**src/rtl/bus_ack_pkg.sv**
```systemverilog
package bus_ack_pkg;

   typedef enum logic [2:0] {
      ST_IDLE    = 3'd0,
      ST_DECODE  = 3'd1,
      ST_ENABLE  = 3'd2,
      ST_ACCESS  = 3'd3,
      ST_ACK     = 3'd4,
      ST_RELEASE = 3'd5
   } xfer_state_e;

   // Backplane control lines grouped for synchronization (all active low)
   typedef struct packed {
      logic       as_n;
      logic [1:0] ds_n;
      logic       write_n;
   } bus_ctl_t;

   localparam int unsigned CTL_W = $bits(bus_ctl_t);

endpackage

```
**src/rtl/bus_ack_sync.sv**
```systemverilog
module bus_ack_sync #(
   parameter int unsigned W      = 4,
   parameter int unsigned STAGES = 2,
   parameter logic [W-1:0] RST_VAL = '1
) (
   input  logic         clk,
   input  logic         rst_n,
   input  logic [W-1:0] d_i,
   output logic [W-1:0] q_o
);

   logic [STAGES-1:0][W-1:0] chain_q;

   for (genvar s = 0; s < STAGES; s++) begin : g_stage
      if (s == 0) begin : g_first
         always_ff @(posedge clk or negedge rst_n) begin
            if (!rst_n) chain_q[s] <= RST_VAL;
            else        chain_q[s] <= d_i;
         end
      end else begin : g_next
         always_ff @(posedge clk or negedge rst_n) begin
            if (!rst_n) chain_q[s] <= RST_VAL;
            else        chain_q[s] <= chain_q[s-1];
         end
      end
   end

   assign q_o = chain_q[STAGES-1];

endmodule

```
**src/rtl/bus_ack_ctrl.sv**
```systemverilog
module bus_ack_ctrl
   import bus_ack_pkg::*;
#(
   parameter int unsigned SETTLE_CYC = 1
) (
   input  logic        clk,
   input  logic        rst_n,
   input  logic        card_sel_i,
   input  bus_ctl_t    ctl_s_i,
   output xfer_state_e state_o,
   output logic        read_o
);

   localparam int unsigned CNT_W = $clog2(SETTLE_CYC) + 1;
   localparam logic [CNT_W-1:0] CNT_LAST = CNT_W'(SETTLE_CYC - 1);

   xfer_state_e st_q, st_d;
   logic [CNT_W-1:0] cnt_q;
   logic read_q;
   logic armed_q;
   logic ds_any_low, ds_all_high, start_ok;

   assign ds_any_low  = (ctl_s_i.ds_n != 2'b11);
   assign ds_all_high = &ctl_s_i.ds_n;
   assign start_ok    = card_sel_i && !ctl_s_i.as_n && ds_any_low && armed_q;

   always_comb begin
      st_d = st_q;
      unique case (st_q)
         ST_IDLE:    if (start_ok) st_d = ST_DECODE;
         ST_DECODE:  st_d = ctl_s_i.as_n ? ST_IDLE : ST_ENABLE;
         ST_ENABLE: begin
            if (ctl_s_i.as_n)           st_d = ST_IDLE;
            else if (cnt_q == CNT_LAST) st_d = ST_ACCESS;
         end
         ST_ACCESS:  st_d = ctl_s_i.as_n ? ST_IDLE : ST_ACK;
         ST_ACK: begin
            if (ctl_s_i.as_n)     st_d = ST_IDLE;
            else if (ds_all_high) st_d = ST_RELEASE;
         end
         ST_RELEASE: st_d = ST_IDLE;
         default:    st_d = ST_IDLE;
      endcase
   end

   always_ff @(posedge clk or negedge rst_n) begin
      if (!rst_n) begin
         st_q <= ST_IDLE;
      end else begin
         st_q <= st_d;
      end
   end

   // Settle counter runs only while the transceivers are being enabled
   always_ff @(posedge clk or negedge rst_n) begin
      if (!rst_n)                 cnt_q <= '0;
      else if (st_q == ST_ENABLE) cnt_q <= cnt_q + 1'b1;
      else                        cnt_q <= '0;
   end

   // Direction is latched once per cycle from the synchronized write line
   always_ff @(posedge clk or negedge rst_n) begin
      if (!rst_n)                 read_q <= 1'b0;
      else if (st_q == ST_DECODE) read_q <= ctl_s_i.write_n;
   end

   // Re-arm only after the data strobes have been seen released
   always_ff @(posedge clk or negedge rst_n) begin
      if (!rst_n)                 armed_q <= 1'b1;
      else if (ds_all_high)       armed_q <= 1'b1;
      else if (st_q == ST_DECODE) armed_q <= 1'b0;
   end

   assign state_o = st_q;
   assign read_o  = read_q;

endmodule

```
**src/rtl/bus_ack_outdec.sv**
```systemverilog
module bus_ack_outdec
   import bus_ack_pkg::*;
(
   input  xfer_state_e state_i,
   input  logic        read_i,
   output logic        buf_en_n_o,
   output logic        buf_dir_o,
   output logic        rd_stb_o,
   output logic        wr_stb_o,
   output logic        dtack_n_o
);

   logic buf_on;

   always_comb begin
      buf_on = (state_i == ST_ENABLE) || (state_i == ST_ACCESS) || (state_i == ST_ACK);
      buf_en_n_o = !buf_on;
      buf_dir_o  = buf_on && read_i;
      rd_stb_o   = (state_i == ST_ACCESS) && read_i;
      wr_stb_o   = (state_i == ST_ACCESS) && !read_i;
      dtack_n_o  = (state_i != ST_ACK);
   end

endmodule

```
**src/rtl/bus_ack_fsm.sv**
```systemverilog
module bus_ack_fsm
   import bus_ack_pkg::*;
#(
   parameter int unsigned SYNC_STAGES = 2,
   parameter int unsigned SETTLE_CYC  = 1
) (
   input  logic       clk,
   input  logic       rst_n,
   input  logic       card_sel_i,
   input  logic       as_n_i,
   input  logic [1:0] ds_n_i,
   input  logic       write_n_i,
   output logic       buf_en_n_o,
   output logic       buf_dir_o,
   output logic       rd_stb_o,
   output logic       wr_stb_o,
   output logic       dtack_n_o
);

   if (SYNC_STAGES < 2) begin : g_bad_sync
      $error("bus_ack_fsm: SYNC_STAGES must be at least 2");
   end
   if (SETTLE_CYC < 1) begin : g_bad_settle
      $error("bus_ack_fsm: SETTLE_CYC must be at least 1");
   end

   bus_ctl_t    ctl_raw, ctl_s;
   logic [CTL_W-1:0] ctl_s_vec;
   xfer_state_e state;
   logic        read_dir;

   assign ctl_raw = '{as_n: as_n_i, ds_n: ds_n_i, write_n: write_n_i};

   bus_ack_sync #(
      .W       (CTL_W),
      .STAGES  (SYNC_STAGES),
      .RST_VAL ({CTL_W{1'b1}})
   ) u_sync (
      .clk   (clk),
      .rst_n (rst_n),
      .d_i   (ctl_raw),
      .q_o   (ctl_s_vec)
   );

   assign ctl_s = bus_ctl_t'(ctl_s_vec);

   bus_ack_ctrl #(
      .SETTLE_CYC (SETTLE_CYC)
   ) u_ctrl (
      .clk        (clk),
      .rst_n      (rst_n),
      .card_sel_i (card_sel_i),
      .ctl_s_i    (ctl_s),
      .state_o    (state),
      .read_o     (read_dir)
   );

   bus_ack_outdec u_out (
      .state_i    (state),
      .read_i     (read_dir),
      .buf_en_n_o (buf_en_n_o),
      .buf_dir_o  (buf_dir_o),
      .rd_stb_o   (rd_stb_o),
      .wr_stb_o   (wr_stb_o),
      .dtack_n_o  (dtack_n_o)
   );

endmodule

```
**config.mk**
```make
export PLATFORM = sky130hd
export DESIGN_NAME = bus_ack_fsm
export DESIGN_NICKNAME = d
export VERILOG_FILES = /design/src/rtl/bus_ack_pkg.sv /design/src/rtl/bus_ack_sync.sv /design/src/rtl/bus_ack_ctrl.sv /design/src/rtl/bus_ack_outdec.sv /design/src/rtl/bus_ack_fsm.sv
export SDC_FILE = /design/constraint.sdc
export NUM_CORES = 1
export LEC_CHECK = 0
export BUFFER_PORTS_ARGS = -buffer_cell sky130_fd_sc_hd__buf_2
export CORE_AREA = 5 5 42 44
export CTS_BUF_LIST = sky130_fd_sc_hd__clkbuf_8
export DETAILED_ROUTE_END_ITERATION = 8
export DIE_AREA = 0 0 47 49
export GPL_ROUTABILITY_DRIVEN = 0
export GPL_TIMING_DRIVEN = 0
export PLACE_DENSITY = 0.61
export SLEW_MARGIN = 20
export SYNTH_ARGS = -nofsm -noshare
export SYNTH_HDL_FRONTEND = slang
export SYNTH_SLANG_ARGS = --single-unit
```
**constraint.sdc**
```tcl
create_clock -name clk -period 3.03 [get_ports clk]
set_input_delay 0.303 -clock clk [delete_from_list [all_inputs] [get_ports clk]]
set_output_delay 0.303 -clock clk [all_outputs]
set_load 0.02 [all_outputs]
```
-- Yosys cells after proc, flatten, opt, wreduce, memory -nomap -nowiden
Index checks and enable logic that the tools add are counted.
- word-level logic and storage cells: 42
- output and inout bits: 5
- input port bits: 7
- bits in registers: 14
- equality and inequality tests: 9
- reductions and logical operators: 15
- multiplexer cells: 11
- add/subtract/negate cells: 1
- operators by type and width (cell ; number):
    $mux 3 ; 6
    $pmux 3 s5 ; 1
    $eq 3x2->1 const B ; 2
    $logic_and 1x1->1 ; 6
    $ne 3x3->1 const B ; 2
    $eq 3x1->1 const B ; 1
    $eq 3x3->1 const B ; 1
    $logic_not 1->1 ; 3
    $logic_not 3->1 ; 1
    $mux 1 ; 3
    $ne 3x2->1 const B ; 1
    $reduce_and 3->1 ; 1
    $logic_or 1x1->1 ; 2
    $mux 2 ; 1
    $ne 2x1->1 const B ; 1
    $ne 2x2->1 const B ; 1
    $reduce_and 2->1 ; 1
    $reduce_bool 2->1 ; 1
    $add 1x1->1 const B ; 1

-- Logic depth before layout (Yosys ltp)
Gate-level depths: netlist of run 1.
- depth in word-level cells: 6
- gate-level depth with buffers: 3
- mapped depth without buffers: 3

-- Hierarchy
Synthesis of run 1 repeated with hierarchy kept, for this count alone.
- cells, all modules: 44
- area, all modules: 570.5 µm²
- by module, submodules not included (module ; seq. area each (µm²) ; cells each ; instances ; area each (µm²)):
    bus_ack_ctrl ; 151.4 ; 26 ; 1 ; 281.5
    bus_ack_sync ; 210.2 ; 12 ; 1 ; 240.2
    bus_ack_outdec ; 0.0 ; 6 ; 1 ; 48.8

-- Least setup slack after synthesis of run 1
OpenSTA, ideal clock, no wires.
- path type: register -> output
- start point: register u_ctrl.st_q[1], in the netlist u_ctrl.state_o[1]
- end point: output buf_dir_o
- data required time: 2727 ps
- path buffers: 0
- stages on the path, launching flop included: 4
- setup slack: 1532 ps
- arrival: 1195 ps
- cells stage by stage: dfrtp_1 > nor2b_2 > a21oi_1 > nor2b_1
- word-level cells in the longest chain between the ends: 4
- elaborated cells between the ends (all ways): 6
- classes of those cells: eq/ne (3); reduce/logical (3)
- RTL lines (item ; line ; source):
    start, declared ; bus_ack_ctrl.sv:17 ; xfer_state_e st_q, st_d;
    start signal, assigned ; bus_ack_ctrl.sv:50 ; st_q <= st_d;
    $eq 3x2->1 ; bus_ack_outdec.sv:16 ; buf_on = (state_i == ST_ENABLE) || (state_i == ST_ACCESS) || (state_i == ST_ACK);
    $logic_or 1x1->1 ; bus_ack_outdec.sv:16 ;
    $logic_or 1x1->1 * ; bus_ack_outdec.sv:16 ;
    $logic_and 1x1->1 * ; bus_ack_outdec.sv:18 ; buf_dir_o = buf_on && read_i;
    end, declared ; bus_ack_fsm.sv:14 ; output logic buf_dir_o,
Mark *: on every way between the ends. The rest lies on a longest branch, timed or not.

-- Worst setup path after layout of run 1
- start point: register u_ctrl.st_q[1], in the netlist u_ctrl.state_o[1]
- end point: output wr_stb_o
- word-level cells in the longest chain between the ends: 2
- RTL lines (item ; line ; source):
    $eq 3x2->1 ; bus_ack_outdec.sv:20 ; wr_stb_o = (state_i == ST_ACCESS) && !read_i;
    $logic_and 1x1->1 ; bus_ack_outdec.sv:20 ;
    end, declared ; bus_ack_fsm.sv:16 ; output logic wr_stb_o,
Every way passes these cells.

==> flow_summary.ini, run 1 <==
[placement]
port_buffers = 11
dpl_cell_area_um2 = 591

[clocking]
clk_latency_ns = 0.24
clock-sinks = 14
clkTransAtPathRegs_ns = 0.05
h-tree-depth = 1
post_cts_resized = 0
numCtsBuffers = 3
cts_buffer_depth = 2
cts-root-buf = clkbuf_8
cts_tree = yes

[sta]
slew_violations = 0
finalClockSkew_ns = 0.00194
tightest_slew_ns = 0.298
max_freq_mhz = 611
finalHoldViolations = 0
rsz0062_at_grt = false
fin_crit_sh_pct = 54.1
slew_headroom_pct = 80.1
finalSetupTns_ns = 0
setup_violations = 0
holdWs_ns = 0.156
post-route-min-period_ns = 1.64

[logic_synthesis]
synth_largest_area_cell = dfstp_2
synth-seq-area-share_pct = 70.1
synth_fp_nets = 45
synth_area_um2 = 515
yosys_warnings = 0
synth_area_per_cell_um2 = 13.6
yosysUniqueCellTypes = 20
netlist_instances = 38
synthTopCellsByArea = dfstp_2 46%, dfrtp_1 24%, a21oi_2 3.4%
yosys.area.top_type_share_pct = 45.9
ys_ff_latch = 14

[global_route]
grt_overflow = 0
track_usage_pct = 8.75
antenna_found_initial = 0
grt_max_degree = 15
grt_pass1_vias = 331
grt_pass1_wl_um = 1410

[die]
rows = 14
core_area_um2 = 1400
die_w_um = 47
die-height_um = 49
die_area_um2 = 2300
initial_core_util_pct = 36.8
io_pins = 12

[critical_path]
startpoint_type = register
crit_required_ns = 2.73
critical_path.endpoint_type = primary output
crit_fanout = 6
crit_arrival_ns = 1.33
critical_path_class = reg2out

[drt]
drc_errors = 0
drt_iter0_markers = 0
vias = 335
finalWirelength_um = 794
vias_per_cell = 4.79
drt_pass1_iterations = 1
ant_nets = 0
wl_per_cell_um = 11.3

[power]
cellPowerDensity_nw_per_um2 = 877
p_leak_uw = 0.000297
ir_drop_v = 0.000369

[finish]
num_antenna_cells = 0
final_util_pct = 46.8
area_growth_pct = 27.2
final_cell_area_um2 = 656
nets = 62
layout-drive-gt1-share_pct = 51.9

[job]
drv_cap = 0

[worst_hold_path]
hold_class = in2reg

[run_status]
status = complete, no violations
cell usage in the layout, fill, tap and decap left out, types with 2 or more instances in the layout:
cell | netlist | layout
nand2_1 | 3 | 3
buf_2 | 0 | 11
nor2_1 | 3 | 3
nor2b_1 | 2 | 2
clkbuf_8 | 0 | 4
a21oi_2 | 2 | 2
dfstp_2 | 9 | 9
dfrtp_1 | 5 | 5
logic make-up (layout without fill, tap and decap cells):
kind of cell | count (synthesis) | after routing | synth area share, %
buf+inv | 1 | 17 | 0.727
mux | 1 | 1 | 2.18
simple gates | 14 | 14 | 15.8
compound gates | 7 | 7 | 9.46
flops | 14 | 14 | 70.1
xor+xnor | 1 | 1 | 1.70
cell usage after synthesis, drive strengths merged:
cell    number
dfstp        9
dfrtp        5
a21oi        3
nand2        3
nor2         3
nor2b        3
nor3b        2
o21ai        2
a211oi       1
a22o         1
and3         1
inv          1
mux2         1
nand4        1
nor3         1
xnor2        1
repair_timing:
item / in CTS / in global routing
setup buffers: 0 / 0
hold buffers: 1 / 0
endpoints found under the hold margin: 5 / 0
worst max-delay path, cell delays in order, from the launching register on:
cell	delay (ns)
dfrtp_1	0.43
nor2b_2	0.27
nand2_1	0.12
nor2_1	0.10
buf_2	0.17
stage by stage:
stage / power (uW) / worst slack, ns / cells
floorplan: 359 / 1.53 / 38
global placement: 398 / 1.67 / 65
detailed placement: 401 / 1.66 / 65
CTS: 581 / 1.39 / 70
global route: 612 / 1.26 / 70
finish: 575 / 1.39 / 70
state kept, by name, indices dropped and copies added, names as in the netlist:
| register | flops |
|---|---|
| u_sync.chain_q | 4 |
| u_sync.q_o | 4 |
| u_ctrl.state_o | 3 |
| u_ctrl.armed_q | 1 |
| u_ctrl.cnt_q | 1 |
| u_ctrl.read_o | 1 |
where the power goes:
group          internal (uW)  switching (uW)  total, uW
registers                232            37.0        269
clock network            115            60.8        176
logic                   59.0            71.4        130
total                    406             169        575
per-layer routing:
layer | routed length [um] | vias up | GRT usage, %
met4 | 19 | 0 | 4.15
li1 | - | 162 | -
met3 | 65 | 3 | 4.43
met5 | 0 | - | 0
met2 | 375 | 12 | 12.2
met1 | 333 | 158 | 10.9
layout make-up:
class	count	area (um^2)
fillers	139	746
repair buffers	12	65.1
flip-flops and latches	14	362
well taps	16	20.0
multi-input cells	23	150
clock buffers	4	55.1
inverters	1	3.75
worst paths after layout:
check,start,endpoint,slack (ns),cells after the start
worst max-delay path,u_ctrl.state_o[1],wr_stb_o,1.39,4
worst min-delay path,ds_n_i[1],u_sync.chain_q[2],0.16,1
worst max register to register,u_ctrl.state_o[0],u_ctrl.read_o,1.86,2
worst min register to register,u_sync.chain_q[3],u_sync.q_o[3],0.35,0
max in group asynchronous,rst_n,u_sync.q_o[0],2.27,2
min in group asynchronous,rst_n,u_ctrl.state_o[1],0.48,2
Power figures use the tool's default switching activity.
==> run 2, diff against run 1 <==
--- a/config.mk
+++ b/config.mk
@@ -12,7 +12,7 @@
 export DIE_AREA = 0 0 47 49
 export GPL_ROUTABILITY_DRIVEN = 0
 export GPL_TIMING_DRIVEN = 0
-export PLACE_DENSITY = 0.61
+export PLACE_DENSITY = 0.63
 export SLEW_MARGIN = 20
 export SYNTH_ARGS = -nofsm -noshare
 export SYNTH_HDL_FRONTEND = slang
==> constraint.sdc (replaced) <==
create_clock -name clk -period 1.5 [get_ports clk]
set_input_delay 0.15 -clock clk [delete_from_list [all_inputs] [get_ports clk]]
set_output_delay 0.15 -clock clk [all_outputs]
set_load 0.02 [all_outputs]
==> flow_summary.ini, run 2 (synthesis results as in run 1) <==
[sta]
fin_crit_sh_pct = 92.6
finalHoldViolations = 0
rsz0062_at_grt = false
post-route-min-period_ns = 1.39
tightest_slew_ns = 0.288
slew_headroom_pct = 80.8
slew_violations = 0
setup_violations = 0
finalSetupTns_ns = 0
fin_ws_ns = 0.111
finalClockSkew_ns = 0.00733
max_freq_mhz = 720

[placement]
dpl.hpwl_um = 605
dpl_cell_area_um2 = 591
pre_cts_ws_ns = 0.279
port_buffers = 11
place_inst = 65

[critical_path]
path_cells = nor2_2 > a21oi_1 > nor2b_1 > buf_2
crit_required_ns = 1.35
r2r_slack_ns = 0.33
critical_path.endpoint_type = primary output
critical_path_class = reg2out
crit_fanout = 5
worst_path_max_delay_cell = dfrtp_2
startpoint_type = register
crit_arrival_ns = 1.24
slowest_delay_ns = 0.44

[run_status]
status = complete, no violations

[drt]
ant_nets = 0
drt_iter0_markers = 2
finalWirelength_um = 846
top_layer = met4
vias = 333
wl_per_cell_um = 11.8
vias_per_cell = 4.63
drc_errors = 0
dr_wl_met3_um = 52
drt_pass1_iterations = 2
wl_met2_um = 416
wl_met1_um = 351

[global_route]
grt_pass1_wl_um = 1620
grt_overflow = 0
grt_pass1_vias = 369
track_usage_pct = 9.91
antenna_found_initial = 0
grt_max_degree = 15

[finish]
area_growth_pct = 31.1
mostFrequentLayoutCell = buf_2
final_cell_count_no_fill = 72
final.fill_count = 134
nets = 64
final_cell_area_um2 = 676
num_antenna_cells = 0
layout-drive-gt1-share_pct = 53.6
mostFrequentLayoutCells = 11 x buf_2, 9 x dfstp_2

[die]
io_pins = 12
rows = 14
die_area_um2 = 2300
initial_core_util_pct = 36.8
die-height_um = 49
die_w_um = 47
core_area_um2 = 1400

[clocking]
numCtsBuffers = 3
clk_latency_ns = 0.24
cts_buffer_depth = 2
cts_tree = yes
clock-sinks = 14
post_cts_buffers = 0
cts-root-buf = clkbuf_8
clkTransAtPathRegs_ns = 0.06
h-tree-depth = 1

[power]
pwr-share-seq_pct = 48.8
cellPowerDensity_nw_per_um2 = 1680
p_clk_share_pct = 26.3
ir_drop_v = 0.000757
p_int_uw = 787
p_leak_uw = 0.000302
switching_share_pct = 30.5
combPwrFrac_pct = 25.0
p_sw_uw = 345

[worst_hold_path]
hold_class = in2reg

[job]
drv_cap = 0
==> run 2: cell types whose count changed in the layout (fill, tap and decap cells not counted) <==
cell | previous run | this run
clkbuf_8 | 4 | 3
nor2_2 | 0 | 1
nor2b_4 | 0 | 1
dfrtp_2 | 0 | 2
nor2b_2 | 1 | 0
inv_1 | 1 | 2
nor2_1 | 3 | 2
dlygate4sd3_1 | 1 | 3
dfrtp_1 | 5 | 3
==> run 2: through the flow <==
stage               utilization [%]  hold slack, ns  power (uW)
floorplan                         -          -0.146         726
global placement               42.1          0.0530         810
detailed placement             42.1          0.0494         819
CTS                            47.5         0.00450        1130
global route                   48.2         0.00513        1210
finish                         48.2          0.0109        1130
==> run 2: final timing paths <==
| path | startpoint | end | cells past startpoint |
|---|---|---|---|
| worst max-delay path | u_ctrl.state_o[1] | buf_dir_o | 4 |
| worst min-delay path | ds_n_i[1] | u_sync.chain_q[2] | 1 |
| worst max register to register | u_ctrl.state_o[0] | u_ctrl.read_o | 2 |
| worst min register to register | u_sync.chain_q[2] | u_sync.q_o[2] | 0 |
| max in group asynchronous | rst_n | u_ctrl.armed_q | 2 |
| min in group asynchronous | rst_n | u_ctrl.read_o | 2 |
==> run 2: power groups by stage <==
| stage | combinational (uW) | clock, uW | sequential [uW] |
|---|---|---|---|
| after detailed placement | 271 | 0 | 548 |
| after floorplan | 198 | 0 | 528 |
| final | 283 | 297 | 552 |
| after CTS | 278 | 312 | 542 |
| after global placement | 265 | 0 | 546 |
| after global routing | 318 | 332 | 564 |
==> run 2: final cells by class <==
cell class | instances | area, um^2 | share of cell area (%)
Sequential cell | 14 | 364 | 53.9
Multi-Input combinational cell | 23 | 158 | 23.3
Timing Repair Buffer | 14 | 85.1 | 12.6
Clock buffer | 3 | 41.3 | 6.11
Tap cell | 16 | 20.0 | 2.96
Clock inverter | 1 | 3.75 | 0.556
Inverter | 1 | 3.75 | 0.556
==> run 2: worst max-delay path, delay by kind of cell (launching register included) <==
family / cells / cell delay (ns)
AND/OR/NAND/NOR: 2 / 0.29
flip-flops: 1 / 0.44
buffers and inverters: 1 / 0.17
AO/OA/AOI/OAI: 1 / 0.10
==> run 2: metal layers <==
metal	track usage (%)	vias up
li1	-	164
met1	13.3	156
met2	12.9	11
met5	0	-
met3	3.32	2
met4	6.91	0
==> run 2: repair_timing <==
action	4_1_cts	5_1_grt
endpoints found under the hold margin	7	0
hold buffers	3	0
endpoints found under the setup margin	0	3
gates resized for setup	0	4
